**config.mk**
```make
export PLATFORM = sky130hd
export DESIGN_NAME = dbg_halt_ctrl
export DESIGN_NICKNAME = d
export VERILOG_FILES = /design/src/rtl/dbg_run_pkg.sv /design/src/rtl/dbg_halt_prio.sv /design/src/rtl/dbg_run_fsm.sv /design/src/rtl/dbg_halt_status.sv /design/src/rtl/dbg_resume_sel.sv /design/src/rtl/dbg_halt_ctrl.sv
export SDC_FILE = /design/constraint.sdc
export NUM_CORES = 1
export LEC_CHECK = 0
export ABC_AREA = 1
export CORE_MARGIN = 2
export CORE_UTILIZATION = 42
export DETAILED_ROUTE_END_ITERATION = 8
export GPL_TIMING_DRIVEN = 1
export PLACE_DENSITY = 0.78
export RECOVER_POWER = 100
export REMOVE_ABC_BUFFERS = 1
export SLEW_MARGIN = 20
export SYNTH_ARGS = -nofsm -noshare
export SYNTH_HDL_FRONTEND = slang
export SYNTH_SLANG_ARGS = --single-unit
```
**constraint.sdc**
```tcl
create_clock -name clk -period 1.4 [get_ports clk]
set_clock_uncertainty 0.2 [all_clocks]
set_input_delay 0.28 -clock clk [delete_from_list [all_inputs] [get_ports clk]]
set_output_delay 0.28 -clock clk [all_outputs]
set_load 0.1 [all_outputs]
```
**src/rtl/dbg_run_pkg.sv**
```systemverilog
package dbg_run_pkg;
   typedef enum logic [1:0] {
      RS_RUN  = 2'd0,
      RS_STOP = 2'd1,
      RS_HALT = 2'd2
   } run_state_e;

   typedef enum logic [1:0] {
      RK_CURRENT    = 2'd0,
      RK_AFTER_STOP = 2'd1,
      RK_LOADED_PC  = 2'd2,
      RK_RESET_SEQ  = 2'd3
   } resume_kind_e;
endpackage

```
**src/rtl/dbg_halt_prio.sv**
```systemverilog
module dbg_halt_prio #(
   parameter int NSRC = 4
) (
   input  logic [NSRC-1:0] src_i,
   output logic [NSRC-1:0] onehot_o,
   output logic            any_o
);
   if (NSRC < 1) begin : g_bad_nsrc
      $error("dbg_halt_prio: NSRC must be at least 1");
   end

   always_comb begin
      logic seen;
      seen = 1'b0;
      for (int i = 0; i < NSRC; i++) begin
         onehot_o[i] = src_i[i] & ~seen;
         seen        = seen | src_i[i];
      end
      any_o = seen;
   end
endmodule

```
**src/rtl/dbg_run_fsm.sv**
```systemverilog
module dbg_run_fsm
   import dbg_run_pkg::*;
#(
   parameter int NSRC          = 4,
   parameter bit STOP_WAKE_ALL = 1'b0
) (
   input  logic            clk,
   input  logic            rst_n,
   input  logic [NSRC-1:0] src_i,
   input  logic            src_any_i,
   input  logic            stop_exec_i,
   input  logic            go_i,
   input  logic            core_reset_i,
   output run_state_e      state_o,
   output logic            entry_o,
   output logic            entry_stop_o,
   output logic            entry_reset_o,
   output logic            go_acc_o
);
   run_state_e state_q, state_d;
   logic       wake;

   // Which halt sources may leave the stopped state
   if (STOP_WAKE_ALL) begin : g_wake_all
      assign wake = src_any_i;
   end else begin : g_wake_pin
      assign wake = src_i[0];
   end

   always_comb begin
      state_d       = state_q;
      entry_o       = 1'b0;
      entry_stop_o  = 1'b0;
      entry_reset_o = 1'b0;
      go_acc_o      = 1'b0;
      if (core_reset_i) begin
         state_d       = RS_HALT;
         entry_o       = 1'b1;
         entry_reset_o = 1'b1;
      end else begin
         unique case (state_q)
            RS_RUN: begin
               if (src_any_i) begin
                  state_d = RS_HALT;
                  entry_o = 1'b1;
               end else if (stop_exec_i) begin
                  state_d = RS_STOP;
               end
            end
            RS_STOP: begin
               if (wake) begin
                  state_d      = RS_HALT;
                  entry_o      = 1'b1;
                  entry_stop_o = 1'b1;
               end
            end
            RS_HALT: begin
               if (go_i) begin
                  state_d  = RS_RUN;
                  go_acc_o = 1'b1;
               end
            end
            default: state_d = RS_RUN;
         endcase
      end
   end

   always_ff @(posedge clk) begin
      if (!rst_n) state_q <= RS_RUN;
      else        state_q <= state_d;
   end

   assign state_o = state_q;

   // reset indication always lands in halted
   a_r10_reset_halts: assert property (@(posedge clk) disable iff (!rst_n)
      core_reset_i |=> state_q == RS_HALT);
   // stopped persists without any halt source
   a_r4_stop_holds: assert property (@(posedge clk) disable iff (!rst_n)
      (state_q == RS_STOP && !core_reset_i && !src_any_i) |=> state_q == RS_STOP);
   // GO outside halted never leads directly to running from stopped
   a_r7_go_outside: assert property (@(posedge clk) disable iff (!rst_n)
      (state_q == RS_STOP && go_i && !core_reset_i && !src_i[0]) |=> state_q == RS_STOP);
endmodule

```
**src/rtl/dbg_halt_status.sv**
```systemverilog
module dbg_halt_status #(
   parameter int NSRC   = 4,
   parameter int CODE_W = 4
) (
   input  logic              clk,
   input  logic              rst_n,
   input  logic [NSRC-1:0]   onehot_i,
   input  logic              entry_i,
   input  logic              entry_reset_i,
   input  logic              clr_i,
   output logic [CODE_W-1:0] code_o
);
   logic [CODE_W-1:0] code_q;
   logic [CODE_W-1:0] code_ext;

   if (NSRC > CODE_W) begin : g_bad_width
      $error("dbg_halt_status: NSRC must not exceed CODE_W");
   end else if (NSRC == CODE_W) begin : g_ext_eq
      assign code_ext = onehot_i;
   end else begin : g_ext_pad
      assign code_ext = {{(CODE_W-NSRC){1'b0}}, onehot_i};
   end

   always_ff @(posedge clk) begin
      if (!rst_n)          code_q <= '0;
      else if (entry_i)    code_q <= entry_reset_i ? '0 : code_ext;
      else if (clr_i)      code_q <= '0;
   end

   assign code_o = code_q;

   // at most one cause is ever reported
   a_r2_code_onehot: assert property (@(posedge clk) disable iff (!rst_n)
      $onehot0(code_q));
   // code changes only on entry or clear
   a_r9_code_hold: assert property (@(posedge clk) disable iff (!rst_n)
      (!entry_i && !clr_i) |=> $stable(code_q));
endmodule

```
**src/rtl/dbg_resume_sel.sv**
```systemverilog
module dbg_resume_sel
   import dbg_run_pkg::*;
(
   input  logic         clk,
   input  logic         rst_n,
   input  logic         in_halt_i,
   input  logic         entry_i,
   input  logic         entry_stop_i,
   input  logic         entry_reset_i,
   input  logic         go_acc_i,
   input  logic         pc_wr_i,
   output logic         resume_o,
   output resume_kind_e kind_o
);
   logic         pc_loaded_q;
   logic         ctx_stop_q;
   logic         ctx_reset_q;
   logic         resume_q;
   resume_kind_e kind_q;
   resume_kind_e kind_d;

   always_comb begin
      if (pc_loaded_q)      kind_d = RK_LOADED_PC;
      else if (ctx_reset_q) kind_d = RK_RESET_SEQ;
      else if (ctx_stop_q)  kind_d = RK_AFTER_STOP;
      else                  kind_d = RK_CURRENT;
   end

   always_ff @(posedge clk) begin
      if (!rst_n) begin
         pc_loaded_q <= 1'b0;
         ctx_stop_q  <= 1'b0;
         ctx_reset_q <= 1'b0;
         resume_q    <= 1'b0;
         kind_q      <= RK_CURRENT;
      end else begin
         resume_q <= go_acc_i;
         if (entry_i) begin
            pc_loaded_q <= 1'b0;
            ctx_stop_q  <= entry_stop_i;
            ctx_reset_q <= entry_reset_i;
         end else if (go_acc_i) begin
            pc_loaded_q <= 1'b0;
            kind_q      <= kind_d;
         end else if (pc_wr_i && in_halt_i) begin
            pc_loaded_q <= 1'b1;
         end
      end
   end

   assign resume_o = resume_q;
   assign kind_o   = kind_q;

   // a resume pulse follows a cycle spent halted
   a_r6_resume_from_halt: assert property (@(posedge clk) disable iff (!rst_n)
      resume_q |-> $past(in_halt_i));
   // the pulse lasts exactly one cycle
   a_r6_resume_single: assert property (@(posedge clk) disable iff (!rst_n)
      resume_q |=> !resume_q);
endmodule

```
**src/rtl/dbg_halt_ctrl.sv**
```systemverilog
module dbg_halt_ctrl
   import dbg_run_pkg::*;
#(
   parameter int NSRC          = 4,
   parameter int CODE_W        = 4,
   parameter bit STOP_WAKE_ALL = 1'b0
) (
   input  logic              clk,
   input  logic              rst_n,
   input  logic [NSRC-1:0]   halt_src_i,
   input  logic              stop_exec_i,
   input  logic              go_i,
   input  logic              core_reset_i,
   input  logic              pc_wr_i,
   input  logic              sts_clr_i,
   output logic [1:0]        run_state_o,
   output logic [CODE_W-1:0] halt_code_o,
   output logic              resume_o,
   output logic [1:0]        resume_kind_o,
   output logic              cmd_ok_o
);
   logic [NSRC-1:0] onehot;
   logic            src_any;
   run_state_e      state;
   logic            entry, entry_stop, entry_reset, go_acc;
   resume_kind_e    kind;

   dbg_halt_prio #(.NSRC(NSRC)) u_prio (
      .src_i    (halt_src_i),
      .onehot_o (onehot),
      .any_o    (src_any)
   );

   dbg_run_fsm #(.NSRC(NSRC), .STOP_WAKE_ALL(STOP_WAKE_ALL)) u_fsm (
      .clk           (clk),
      .rst_n         (rst_n),
      .src_i         (halt_src_i),
      .src_any_i     (src_any),
      .stop_exec_i   (stop_exec_i),
      .go_i          (go_i),
      .core_reset_i  (core_reset_i),
      .state_o       (state),
      .entry_o       (entry),
      .entry_stop_o  (entry_stop),
      .entry_reset_o (entry_reset),
      .go_acc_o      (go_acc)
   );

   dbg_halt_status #(.NSRC(NSRC), .CODE_W(CODE_W)) u_status (
      .clk           (clk),
      .rst_n         (rst_n),
      .onehot_i      (onehot),
      .entry_i       (entry),
      .entry_reset_i (entry_reset),
      .clr_i         (sts_clr_i),
      .code_o        (halt_code_o)
   );

   dbg_resume_sel u_resume (
      .clk           (clk),
      .rst_n         (rst_n),
      .in_halt_i     (state == RS_HALT),
      .entry_i       (entry),
      .entry_stop_i  (entry_stop),
      .entry_reset_i (entry_reset),
      .go_acc_i      (go_acc),
      .pc_wr_i       (pc_wr_i),
      .resume_o      (resume_o),
      .kind_o        (kind)
   );

   assign run_state_o   = state;
   assign resume_kind_o = kind;
   assign cmd_ok_o      = (state == RS_HALT);

   // halted stays halted unless GO or reset indication
   a_r11_halt_sticky: assert property (@(posedge clk) disable iff (!rst_n)
      (state == RS_HALT && !go_i) |=> run_state_o == 2'd2);
   // commands allowed only while halted
   a_r5_cmd_window: assert property (@(posedge clk) disable iff (!rst_n)
      resume_o |-> !cmd_ok_o);
endmodule

```
After elaboration in Yosys (flattened, before gate mapping). Cells that the tools add are included.

Output and inout port bits: 10. Bits in writable memories: 0. Input bits: 11. Logic and storage cells: 57. ROM bits: 0. Latch bits: 0. Memories: 0. Flip-flop bits (word level): 12.

Div/mod/pow operators: 0. $lt $le $gt $ge: 0. Add/sub/neg operators: 0. Reductions and logical operators: 8. Equality and inequality tests: 8. Bitwise gates (word level): 11. Shift operators: 0. Multiply operators: 0. Mux-type cells: 22.

Operators by type and width (number): $mux 2 (7); $mux 4 (3); $mux 1 (10); $ne 3x3->1 const B (3); $pmux 2 s3 (1); $reduce_and 3->1 (2); $not 1->1 (5); $ne 2x2->1 const B (2); $ne 4x4->1 const B (1); $and 1x1->1 (3); $or 1x1->1 (3); $reduce_or 3->1 (1); $eq 2x1->1 const B (1); $eq 2x2->1 const B (1); $logic_not 2->1 (1); $pmux 1 s2 (1); $reduce_and 2->1 (1); $reduce_bool 2->1 (1); $reduce_or 2->1 (1); $logic_and 1x1->1 (1).

Depth between registers and ports, before layout.
Word-level depth: 8. Depth in mapped cells: 7. Gate-level depth less buffers: 7.

By module. Synthesis repeated with hierarchy kept, for this count alone.

Cell total of the unflattened synthesis: 89. Area total of the unflattened synthesis: 598.1 µm².

By module, submodules not included: dbg_resume_sel (instances 1, cells each 30, sequential area each 120.1 µm², area an instance 234.0 µm²); dbg_run_fsm (instances 1, cells each 28, sequential area each 40.0 µm², area an instance 158.9 µm²); dbg_halt_status (instances 1, cells each 19, sequential area each 80.1 µm², area an instance 148.9 µm²); dbg_halt_prio (instances 1, cells each 10, sequential area each 0.0 µm², area an instance 46.3 µm²); dbg_halt_ctrl (instances 1, cells each 2, sequential area each 0.0 µm², area an instance 10.0 µm²).

Least setup slack after synthesis. Ideal clock, no wire load.

Kind: register -> register. From: register u_fsm.state_q[1] (netlist: u_fsm.state_o[1]). To: register u_resume.kind_q[1] (netlist: u_resume.kind_o[1]). Library setup time: 0.120 ns. Buffers on the path: 0. Path slack: -1.082 ns. Data arrival time: 2.162 ns. Period minus slack after synthesis: 2.482 ns. Cell stages (with the launch flop): 8. Data required time: 1.080 ns. Path through: dfxtp_1 -> inv_2 -> nor2_4 -> nand2_2 -> nor2_4 -> inv_2 -> nand2_1 -> a21oi_2.

Elaborated cells on any way between the ends: 9. Classes of those cells: eq/ne (2); mux (4); bitwise (1); reduce/logical (2).

RTL lines: start, declared (line dbg_run_fsm.sv:20) `run_state_e state_q, state_d;`; start signal, assigned (line dbg_run_fsm.sv:70) `else state_q <= state_d;`; $eq 2x2->1; net cmd_ok_o (line dbg_halt_ctrl.sv:20) `output logic cmd_ok_o`; $mux 1 (line dbg_run_fsm.sv:41) `unique case (state_q)`; $mux 1 (line dbg_run_fsm.sv:36) `if (core_reset_i) begin`; $reduce_and 2->1 (no line); end signal, assigned (line dbg_resume_sel.sv:44) `kind_q <= kind_d;`; end, declared (line dbg_resume_sel.sv:19) `resume_kind_e kind_q;`.

The timed path passes the listed nets, and every way through them passes these cells. A chain may end at the register's enable or synchronous reset.

Worst setup path in the final report.
From: register u_fsm.state_q[0] (netlist: u_fsm.state_o[0]). To: output port cmd_ok_o.

Word-level cells in the longest chain between the ends: 1.

RTL lines: $eq 2x2->1 (line dbg_halt_ctrl.sv:74) `assign cmd_ok_o = (state == RS_HALT);`; end, declared (line dbg_halt_ctrl.sv:20).

Every way passes these cells.

==> flow_metrics.env <==
export IMPL_outcome="complete, but fails checks"
export IMPL_failed_checks="setup timing"
export IMPL_grt_pass1_vias=765
export IMPL_critPathKind="reg -> out"
export IMPL_max_freq_mhz=680
export IMPL_grt_overflow_total=0
export IMPL_synthDistinctLibCells=21
export IMPL_viasPerCell=5.51
export IMPL_start_util_pct=45.5
export IMPL_clock_sinks=12
export IMPL_fin_ws_ns=-0.0700
export IMPL_post_route_min_period_ns=1.47
export IMPL_track_usage_pct=23.2
export IMPL_drive_gt1_share_pct=44.2
export IMPL_synth_edf_count=0
export IMPL_pwr_density_cell_mw_per_mm2=902
export IMPL_htree_levels=1
export IMPL_hpwl_um=1220
export IMPL_avgSynthCellArea_um2=7.59
export IMPL_period_share_pct=105
export IMPL_placedCellCount=125
export IMPL_maxCapViolations=0
export IMPL_wl_um=1950
export IMPL_finalPower_mw=0.956
export IMPL_portBuffers=20
export IMPL_netlist_area_um2=599
export IMPL_maxSlewViolCount=0
export IMPL_synth_top_cell_area_share_pct=40.1
export IMPL_fin_nets=132
export IMPL_fill_cells=81
export IMPL_finalSetupViolCount=7
export IMPL_netlist_instances=79
export IMPL_synthArstFlopShare_pct=0
export IMPL_hold_buffers=0
export IMPL_antenna_found_initial=0
export IMPL_ys_seq_elements=12
export IMPL_tightest_slew_ns=0.287
export IMPL_seq_area_frac_synth_pct=40.1
export IMPL_die_area_mm2=0.00175
export IMPL_ir_worst_vdd_mv=0.590
export IMPL_crit_required_ns=0.92
export IMPL_ios=21
export IMPL_area_growth_pct=76.8
export IMPL_cp_max_fo=5
export IMPL_cts_tree="done"
export IMPL_path_clk_slew_ns=0.09
export IMPL_p_leak_nw=0.481
export IMPL_synth_warnings=0
export IMPL_num_vias=744
export IMPL_die_w_um=41.8
export IMPL_ant_nets=0
export IMPL_die_h_um=41.8
export IMPL_yosys_area_top_type="dfxtp_1"
export IMPL_coreArea_mm2=0.00132
export IMPL_fin_hold_ws_ns=0.264
export IMPL_stdcell_count=135
export IMPL_rsz0062_at_grt="true"
export IMPL_synth_area_leaders="dfxtp_1, nand2_1, inv_1"
export IMPL_clk_latency_ns=0.28
export IMPL_synth_common_cells="dfxtp_1, nand2_1, inv_1"
export IMPL_yosysMostFrequentCell="dfxtp_1"
export IMPL_cp_arrival_ns=0.99
export IMPL_diodes=0
export IMPL_numCtsBuffers=3
export IMPL_final_hold_violation_count=0
export IMPL_relSlewSlack_pct=80.8
export IMPL_clock_root_buffer="clkbuf_4"
export IMPL_grt_max_degree=8
export IMPL_routedWlPerCell_um=14.5
export IMPL_drc_errors=0
export IMPL_end_kind="output port"
export IMPL_clk_path_buf_depth=2
export IMPL_hp_class="reg -> reg"
export IMPL_grt_pass1_wl_um=3160
export IMPL_dr_pass1_iters=4
export IMPL_first_iter_violations=25
export IMPL_synthFlopType="dfxtp_1"
export IMPL_rows=13
export IMPL_cp_start_kind="flip-flop"
export IMPL_gp_congestion=0.880
==> placed cells by master, fill, tap and decap left out <==
cell type / Yosys / layout
nor2_4: 2 / 2
o21ai_1: 4 / 4
buf_6: 0 / 7
dlygate4sd2_1: 0 / 1
a21oi_2: 1 / 1
buf_4: 0 / 17
dlymetal6s2s_1: 0 / 2
nand3_1: 6 / 6
nand3b_1: 1 / 1
nand2_2: 3 / 2
nand2_4: 2 / 3
dfxtp_4: 0 / 2
clkdlybuf4s50_1: 0 / 7
clkbuf_4: 0 / 3
o21ai_0: 1 / 1
nand2_1: 11 / 11
inv_4: 0 / 1
inv_1: 9 / 7
nand4_1: 4 / 4
or2_0: 1 / 1
nor3_2: 1 / 2
nand3_4: 0 / 2
nor2_1: 8 / 8
a21oi_1: 4 / 4
nor2_2: 2 / 2
buf_12: 0 / 3
o21ai_2: 1 / 1
clkbuf_8: 0 / 1
inv_2: 3 / 4
dfxtp_1: 12 / 10
==> worst max-delay path, cell delays in order (launching register included) <==
cell     delay (ns)
dfxtp_4        0.38
nor2_4         0.14
buf_12         0.18
==> report_power, final <==
group	internal [mW]	leakage [nW]	switching [mW]
combinational	0.120	0.361	0.185
sequential	0.351	0.0990	0.0113
clock	0.158	0.0210	0.130
==> worst paths after layout <==
kind / from / to / slack (ns) / cells after the start
worst max register to register: u_fsm.state_o[1] / u_fsm.state_o[0] / 0 / 8
worst max-delay path: u_fsm.state_o[0] / cmd_ok_o / -0.07 / 2
worst min-delay path: u_resume.ctx_stop_q / u_resume.ctx_stop_q / 0.26 / 2
worst min register to register: u_resume.ctx_stop_q / u_resume.ctx_stop_q / 0.26 / 2
==> area by class of cell <==
cell class | instances | area, µm² | area share [%]
timing repair buffer | 37 | 370 | 34.9
multi-input combinational | 55 | 339 | 32.0
sequential | 12 | 248 | 23.4
inverter | 12 | 47.5 | 4.49
clock buffer | 4 | 36.3 | 3.42
tap | 15 | 18.8 | 1.77
==> repair_timing <==
| action | CTS | global route |
|---|---|---|
| setup endpoints to repair | 7 | 12 |
| pin swaps | 1 | 3 |
| resized for setup | 7 | 8 |
| setup buffers | 2 | 4 |
==> state kept, by name, indices dropped and copies added (netlist names) <==
name                  cells
u_resume.kind_o           2
u_resume.ctx_reset_q      1
u_fsm.state_o             2
u_status.code_o           4
u_resume.pc_loaded_q      1
u_resume.ctx_stop_q       1
u_resume.resume_o         1
==> cells by family after synthesis <==
| group | count (synthesis) | share of synthesized area, % |
|---|---|---|
| buffers and inverters | 12 | 7.52 |
| and+or+nand+nor | 44 | 42.0 |
| AOI/OAI and AO/OA | 11 | 10.4 |
| DFF | 12 | 40.1 |
==> metal layers <==
metal	vias up	routed length, µm	global-route usage [%]
met3	10	186	7.83
met5	-	0	0
met2	49	954	41.6
met1	339	768	24.4
met4	0	41	9.68
li1	346	-	-
==> per-stage QoR <==
step                      utilization, %  cell area (µm²)  setup WS, ns  setup TNS (ns)
after floorplan                        -              599         -1.08           -9.75
final                               80.4             1060       -0.0700          -0.287
after CTS                           80.9             1070       -0.0809          -0.151
after global placement              76.0             1000        -0.268           -2.18
after global routing                80.4             1060        -0.107          -0.663
after detailed placement            76.0             1000        -0.326           -2.75
Power figures use the tool's default switching activity.
